**src/rtl/dii_pkg.sv**
```systemverilog
package dii_pkg;

    localparam int XLEN         = 32;
    localparam int LFSR_W       = 32;
    localparam int MASK_W       = 3;
    localparam int LIM_W        = MASK_W + 2;
    localparam logic [LFSR_W-1:0] LFSR_TAPS    = 32'h8020_0003;
    localparam logic [LFSR_W-1:0] SEED_DEFAULT = 32'h5EED_C0DE;
    localparam logic [6:0] OPC_REG_OP = 7'b0110011;
    localparam int PICK_LSB     = 5;

    typedef enum logic [1:0] {
        SEL_ADD = 2'd0,
        SEL_OR  = 2'd1,
        SEL_AND = 2'd2,
        SEL_XOR = 2'd3
    } alu_sel_e;

    typedef struct packed {
        alu_sel_e    op;
        logic [4:0]  rs2;
        logic [4:0]  rs1;
    } dummy_pick_t;

    localparam int PICK_W = $bits(dummy_pick_t);

    typedef struct packed {
        logic [6:0] funct7;
        logic [4:0] rs2;
        logic [4:0] rs1;
        logic [2:0] funct3;
        logic [4:0] rd;
        logic [6:0] opcode;
    } rtype_t;

    function automatic logic [2:0] funct3_of(alu_sel_e sel);
        case (sel)
            SEL_ADD: return 3'b000;
            SEL_OR:  return 3'b110;
            SEL_AND: return 3'b111;
            default: return 3'b100;
        endcase
    endfunction

    function automatic logic [LIM_W-1:0] bound_of(logic [MASK_W-1:0] mask);
        return {mask, 2'b11};
    endfunction

endpackage

```
**src/rtl/dii_lfsr.sv**
```systemverilog
module dii_lfsr
    import dii_pkg::*;
#(
    parameter int              W        = LFSR_W,
    parameter logic [W-1:0]    TAPS     = LFSR_TAPS,
    parameter logic [W-1:0]    DEFAULT  = SEED_DEFAULT,
    parameter int              LW       = LIM_W,
    parameter int              PLSB     = PICK_LSB
) (
    input  logic              clk_i,
    input  logic              rst_i,
    input  logic              step_i,
    input  logic              seed_we_i,
    input  logic [W-1:0]      seed_i,
    output logic [LW-1:0]     limit_bits_o,
    output dummy_pick_t       pick_o
);

    logic [W-1:0] state_q;
    logic [W-1:0] state_next;

    // Galois right-shift step, one XOR per tap bit
    for (genvar i = 0; i < W; i++) begin : g_step
        if (i == W - 1) begin : g_top
            assign state_next[i] = TAPS[i] & state_q[0];
        end else begin : g_mid
            assign state_next[i] = state_q[i+1] ^ (TAPS[i] & state_q[0]);
        end
    end

    always_ff @(posedge clk_i) begin
        if (rst_i) begin
            state_q <= DEFAULT;
        end else if (seed_we_i) begin
            state_q <= (seed_i == '0) ? DEFAULT : seed_i;
        end else if (step_i) begin
            state_q <= state_next;
        end
    end

    assign limit_bits_o = state_next[LW-1:0];
    assign pick_o       = dummy_pick_t'(state_q[PLSB +: PICK_W]);

    AST_SEED_TAKES: assert property (@(posedge clk_i) disable iff (rst_i)
        (seed_we_i && seed_i != '0) |=> state_q == $past(seed_i));
    AST_ZERO_SEED_SUBST: assert property (@(posedge clk_i) disable iff (rst_i)
        (seed_we_i && seed_i == '0) |=> state_q == DEFAULT);
    AST_STATE_NONZERO: assert property (@(posedge clk_i) disable iff (rst_i)
        state_q != '0);
    AST_HOLD_WHEN_IDLE: assert property (@(posedge clk_i) disable iff (rst_i)
        (!step_i && !seed_we_i) |=> $stable(state_q));

endmodule

```
**src/rtl/dii_gap_counter.sv**
```systemverilog
module dii_gap_counter
    import dii_pkg::*;
#(
    parameter int MW = MASK_W,
    parameter int LW = MW + 2
) (
    input  logic          clk_i,
    input  logic          rst_i,
    input  logic          en_i,
    input  logic [MW-1:0] mask_i,
    input  logic          real_fire_i,
    input  logic          dummy_fire_i,
    input  logic [LW-1:0] rand_i,
    output logic          pending_o
);

    logic [LW-1:0] cnt_q;
    logic [LW-1:0] limit_q;
    logic [LW-1:0] bound;

    assign bound = {mask_i, 2'b11};

    always_ff @(posedge clk_i) begin
        if (rst_i) begin
            cnt_q   <= '0;
            limit_q <= '0;
        end else begin
            if (!en_i || dummy_fire_i) begin
                cnt_q <= '0;
            end else if (real_fire_i) begin
                cnt_q <= cnt_q + 1'b1;
            end
            if (dummy_fire_i) begin
                limit_q <= rand_i & bound;
            end
        end
    end

    assign pending_o = en_i && (cnt_q >= limit_q);

    AST_CNT_WITHIN_LIMIT: assert property (@(posedge clk_i) disable iff (rst_i)
        cnt_q <= limit_q);
    AST_LIMIT_IN_MASK: assert property (@(posedge clk_i) disable iff (rst_i)
        dummy_fire_i |=> (limit_q & ~{$past(mask_i), 2'b11}) == '0);
    AST_DISABLE_CLEARS: assert property (@(posedge clk_i) disable iff (rst_i)
        !en_i |=> cnt_q == '0);
    AST_RESTART_AFTER_DUMMY: assert property (@(posedge clk_i) disable iff (rst_i)
        dummy_fire_i |=> cnt_q == '0);

endmodule

```
**src/rtl/dii_dummy_gen.sv**
```systemverilog
module dii_dummy_gen
    import dii_pkg::*;
#(
    parameter int XW = XLEN
) (
    input  dummy_pick_t     pick_i,
    output logic [XW-1:0]   instr_o
);

    rtype_t word;

    always_comb begin
        word.funct7 = 7'd0;
        word.rs2    = pick_i.rs2;
        word.rs1    = pick_i.rs1;
        word.funct3 = funct3_of(pick_i.op);
        word.rd     = 5'd0;
        word.opcode = OPC_REG_OP;
    end

    assign instr_o = XW'(word);

endmodule

```
**src/rtl/dummy_insert_unit.sv**
```systemverilog
module dummy_insert_unit
    import dii_pkg::*;
#(
    parameter int XW = XLEN,
    parameter int SW = LFSR_W,
    parameter int MW = MASK_W
) (
    input  logic          clk_i,
    input  logic          rst_i,
    input  logic          ctl_en_i,
    input  logic [MW-1:0] ctl_mask_i,
    input  logic [SW-1:0] seed_data_i,
    input  logic          seed_we_i,
    input  logic          up_valid_i,
    input  logic [XW-1:0] up_instr_i,
    output logic          up_ready_o,
    output logic          dn_valid_o,
    output logic [XW-1:0] dn_instr_o,
    output logic          dn_dummy_o,
    input  logic          dn_ready_i
);

    localparam int LW = MW + 2;

    logic          pending;
    logic          dummy_fire;
    logic          real_fire;
    logic [LW-1:0] limit_bits;
    dummy_pick_t   pick;
    logic [XW-1:0] dummy_word;

    assign dummy_fire = pending && dn_ready_i;
    assign real_fire  = !pending && up_valid_i && dn_ready_i;

    dii_lfsr #(
        .W       (SW),
        .TAPS    (SW'(LFSR_TAPS)),
        .DEFAULT (SW'(SEED_DEFAULT)),
        .LW      (LW),
        .PLSB    (PICK_LSB)
    ) u_lfsr (
        .clk_i        (clk_i),
        .rst_i        (rst_i),
        .step_i       (dummy_fire),
        .seed_we_i    (seed_we_i),
        .seed_i       (seed_data_i),
        .limit_bits_o (limit_bits),
        .pick_o       (pick)
    );

    dii_gap_counter #(
        .MW (MW),
        .LW (LW)
    ) u_gap (
        .clk_i        (clk_i),
        .rst_i        (rst_i),
        .en_i         (ctl_en_i),
        .mask_i       (ctl_mask_i),
        .real_fire_i  (real_fire),
        .dummy_fire_i (dummy_fire),
        .rand_i       (limit_bits),
        .pending_o    (pending)
    );

    dii_dummy_gen #(
        .XW (XW)
    ) u_gen (
        .pick_i  (pick),
        .instr_o (dummy_word)
    );

    always_comb begin
        if (pending) begin
            dn_valid_o = 1'b1;
            dn_instr_o = dummy_word;
            up_ready_o = 1'b0;
        end else begin
            dn_valid_o = up_valid_i;
            dn_instr_o = up_instr_i;
            up_ready_o = dn_ready_i;
        end
    end
    assign dn_dummy_o = pending;

    AST_UP_BLOCKED: assert property (@(posedge clk_i) disable iff (rst_i)
        dn_dummy_o |-> !up_ready_o);
    AST_NO_DUMMY_OFF: assert property (@(posedge clk_i) disable iff (rst_i)
        !ctl_en_i |-> !dn_dummy_o);
    AST_DUMMY_RD_X0: assert property (@(posedge clk_i) disable iff (rst_i)
        dn_dummy_o |-> (dn_instr_o[11:7] == 5'd0 && dn_instr_o[6:0] == OPC_REG_OP));
    AST_DUMMY_HELD: assert property (@(posedge clk_i) disable iff (rst_i)
        (dn_dummy_o && !dn_ready_i && !seed_we_i)
        |=> (!ctl_en_i || (dn_dummy_o && $stable(dn_instr_o))));

endmodule

```
**config.mk**
```make
export PLATFORM = sky130hd
export DESIGN_NAME = dummy_insert_unit
export DESIGN_NICKNAME = d
export VERILOG_FILES = /design/src/rtl/dii_pkg.sv /design/src/rtl/dii_lfsr.sv /design/src/rtl/dii_gap_counter.sv /design/src/rtl/dii_dummy_gen.sv /design/src/rtl/dummy_insert_unit.sv
export SDC_FILE = /design/constraint.sdc
export NUM_CORES = 1
export LEC_CHECK = 0
export BUFFER_PORTS_ARGS = -buffer_cell sky130_fd_sc_hd__clkbuf_2
export CAP_MARGIN = 20
export CORE_UTILIZATION = 50
export CTS_CLUSTER_DIAMETER = 60
export CTS_CLUSTER_SIZE = 10
export DETAILED_ROUTE_END_ITERATION = 8
export HOLD_SLACK_MARGIN = 0.1
export PLACE_DENSITY = 0.9
export SETUP_SLACK_MARGIN = 0.5
export SYNTH_ARGS = -nofsm -noshare
export SYNTH_HDL_FRONTEND = slang
export SYNTH_SLANG_ARGS = --single-unit
```
**constraint.sdc**
```tcl
create_clock -name clk_i -period 3.79 [get_ports clk_i]
set_input_delay 0.1895 -clock clk_i [delete_from_list [all_inputs] [get_ports clk_i]]
set_output_delay 0.1895 -clock clk_i [all_outputs]
set_load 0.02 [all_outputs]
```
==> qor.txt <==
starting DRC count in detailed routing -> 153
Critical Path RT -> 3.60 ns
Post-Syn Instances -> 292
Post-CTS Resized -> 0
DRC viols -> 13
failing checks -> design-rule violations
Max IR drop VDD -> 0.000243 V
register area share after synthesis -> 35.0%
Inserted Diodes -> 0
Final Slew Violations -> 0
Hold Path Class -> input pin to flip-flop
Synthesis Warnings -> 0
Synth Area per Inst -> 8.22 um^2
fin crit share -> 77.5%
Leakage -> 1.34 nW
Pwr Density -> 389 nW/um^2
post-synthesis sequential element count -> 42
WHS Path Cells -> 3
Cell Int Power -> 0.812 mW
Net count, final -> 466
port bufs -> 107
reg2reg path depth -> 7
Power Total -> 1.18 mW
Starting Density -> 53.7%
synth-to-layout area growth -> 26.5%
reg2reg end -> u_lfsr.state_q[20]$_SDFFE_PP0P_
EDFF count, synth -> 0
Post-Syn Nets -> 373
vias -> 2572
first-pass GRT wire length -> 9790 um
largest cells by area after synthesis -> dfxtp_1 35%, a21oi_1 6.9%, mux2_2 5.6%, nor2b_1 5.0%, o21ai_0 4.6%
post-synthesis async set-or-reset flop share -> 0%
Detail Route Antenna Nets -> 0
final wirelength -> 6330 um
ratio of cells with drive above 1 in the final layout -> 36.8%
CTS tree -> yes
Synth top area share -> 35.0%
setup_tns -> 0 ns
die area -> 5080 um^2
die width -> 71.3 um
vias per inst -> 5.87
Post-CTS Setup Repair Bufs -> 0
R2R Path Start -> u_gap.cnt_q[0]$_SDFFE_PP0P_
hold endpoint -> u_lfsr.state_q[24]$_SDFFE_PP0P_
top_reg_cell synth -> dfxtp_1
Die Y -> 71.3 um
DR WL/cell -> 14.4 um
status -> finished with violations
clock sinks -> 42
Ports -> 108
worst skew pair latency -> 0.29 ns
Synth area leader -> dfxtp_1
fmax -> 0.340 GHz
max-cap viol count -> 0
gr usage total -> 24.2%
clock transition at the registers of the reported paths -> 0.08 ns
Post-Syn Area -> 2400 um^2
P_sw -> 0.368 mW
setup violators final -> 0
delay-heaviest family, CP -> compound AO/OA/AOI/OAI gates
CP arrival -> 2.75 ns
min Tclk post-route -> 2.94 ns
Synth cell types -> 42
Worst path max stage delay -> 0.83 ns
Worst Skew -> 0.0110 ns
leading cell types by count after synthesis -> 42 x dfxtp_1, 33 x a21oi_1, 22 x o21ai_0, 19 x nor2b_1
hold path start -> seed_data_i[24]
CP Buf/Inv Count -> 2
Overflow after GRT -> 0
clock tree root driver cell -> clkbuf_8
Slew Limit Headroom -> 30.9%
Final Hold Fails -> 0
most instantiated library cell after synthesis -> dfxtp_1
post-detail-place hpwl -> 4530 um
logic gate share of total power -> 28.2%
CORE AREA -> 4470 um^2
CTS Buffer Depth -> 2
Critical Path Start Type -> flip-flop
slowest stage cell, crit path -> o21ai_4
First-pass DRT Iterations -> 7
H-tree Lvls -> 2
initial antenna violation count -> 0
hold slack -> 0.135 ns
largest net degree at the start of global routing -> 56
cell row count -> 24
Worst R2R Setup Slack -> 1.25 ns
clock share of power -> 29.2%
RSZ-0062 raised after global routing -> false
cells along the critical path -> inv_1 > ha_1 > nand2b_1 > a31oi_4 > o21ai_4 > mux2_2 > clkbuf_2
sequential power share -> 42.6%
Crit Path Category -> flip-flop to output pin
Crit. End Element -> output pin
vias in the first global route -> 2184
switching share of power -> 31.2%
CP Max Fanout -> 46
CTS Hold Bufs -> 0
GP Congestion -> 0.780
Least-Margin Pin Slew -> 1.03 ns
Inserted Clock Buffers -> 5
==> logic make-up after synthesis <==
logic type	share of synthesized area [%]
AO/OA/AOI/OAI	27.5
XOR/XNOR	1.09
adder cells (fa/ha/maj)	4.17
buffers and inverters	7.09
flip-flops	35.0
multiplexers	5.63
AND/OR/NAND/NOR	19.5
==> flip-flops by register name (all words and copies together) (netlist names) <==
register        count
u_gap.cnt_q         5
u_gap.limit_q       5
u_lfsr.state_q     32
==> power by group through the flow <==
| stage | registers (mW) | logic [mW] | clock network [mW] |
|---|---|---|---|
| finish | 0.503 | 0.333 | 0.345 |
| global route | 0.508 | 0.362 | 0.369 |
| CTS | 0.503 | 0.327 | 0.349 |
| detailed placement | 0.513 | 0.325 | 0 |
| global placement | 0.511 | 0.317 | 0 |
| floorplan | 0.502 | 0.228 | 0 |
==> area by class of cell <==
cell class	count	area, um^2
inverters	15	56.3
clock inverters	1	30.0
clock buffers	7	76.3
repair buffers	110	578
well taps	52	65.1
multi-input cells	211	1390
fillers	369	1440
flip-flops and latches	42	841
==> placed cells by master, fill, tap and decap left out, drive strengths merged <==
master / n
xor2: 2
nor3: 17
o221a: 2
dfxtp: 42
o22ai: 17
nor4b: 1
nor2b: 19
or2: 5
a211oi: 4
nor4: 8
or4: 2
or3b: 1
ha: 8
a2111oi: 8
a21oi: 33
o31ai: 2
clkbuf: 114
nand2: 11
a21o: 2
nand3: 6
or3: 1
xnor2: 1
inv: 15
o21ba: 1
bufinv: 1
o21a: 2
nand3b: 1
o21ai: 24
o22a: 1
a31oi: 4
nor2: 9
buf: 3
nand4: 3
nand2b: 2
o21bai: 2
mux2: 12
==> metrics by stage <==
| stage | std cells | area, um^2 | util (%) | setup WS (ns) |
|---|---|---|---|---|
| floorplan | 292 | 2400 | - | 1.66 |
| global placement | 429 | 2900 | 64.9 | 1.31 |
| detailed placement | 429 | 2900 | 64.9 | 1.19 |
| CTS | 437 | 3010 | 67.3 | 0.816 |
| global route | 438 | 3040 | 67.9 | 0.663 |
| finish | 438 | 3040 | 67.9 | 0.851 |
==> per-layer routing <==
metal  vias up  global-route usage [%]  share of wire (%)
met2       144                    43.1                 49
met4         0                    5.78               0.49
met1      1168                    28.8                 41
met5         -                       0                  0
met3         4                    6.75                9.3
li1       1256                       -                  -
==> worst max-delay path by stage <==
stage / startpoint / to / slack [ns] / cells after the start
floorplan: u_gap.cnt_q[0]$_SDFFE_PP0P_ / dn_instr_o[14] / 1.66 / 8
global placement: u_gap.cnt_q[0]$_SDFFE_PP0P_ / dn_instr_o[19] / 1.31 / 7
detailed placement: u_gap.cnt_q[0]$_SDFFE_PP0P_ / dn_instr_o[21] / 1.19 / 7
CTS: u_gap.cnt_q[0]$_SDFFE_PP0P_ / dn_instr_o[21] / 0.82 / 7
global route: u_gap.cnt_q[0]$_SDFFE_PP0P_ / dn_instr_o[19] / 0.66 / 7
finish: u_gap.cnt_q[0]$_SDFFE_PP0P_ / dn_instr_o[15] / 0.85 / 7
==> worst register-to-register path: stages (launching register included) <==
cell and delay, ns:
dfxtp_1 0.38, inv_1 0.07, ha_1 0.28, nand2b_1 0.20, a31oi_4 0.28, o22a_1 0.62
nor3_1 0.14, a2111oi_0 0.44
(Power assumes the default switching activity.)
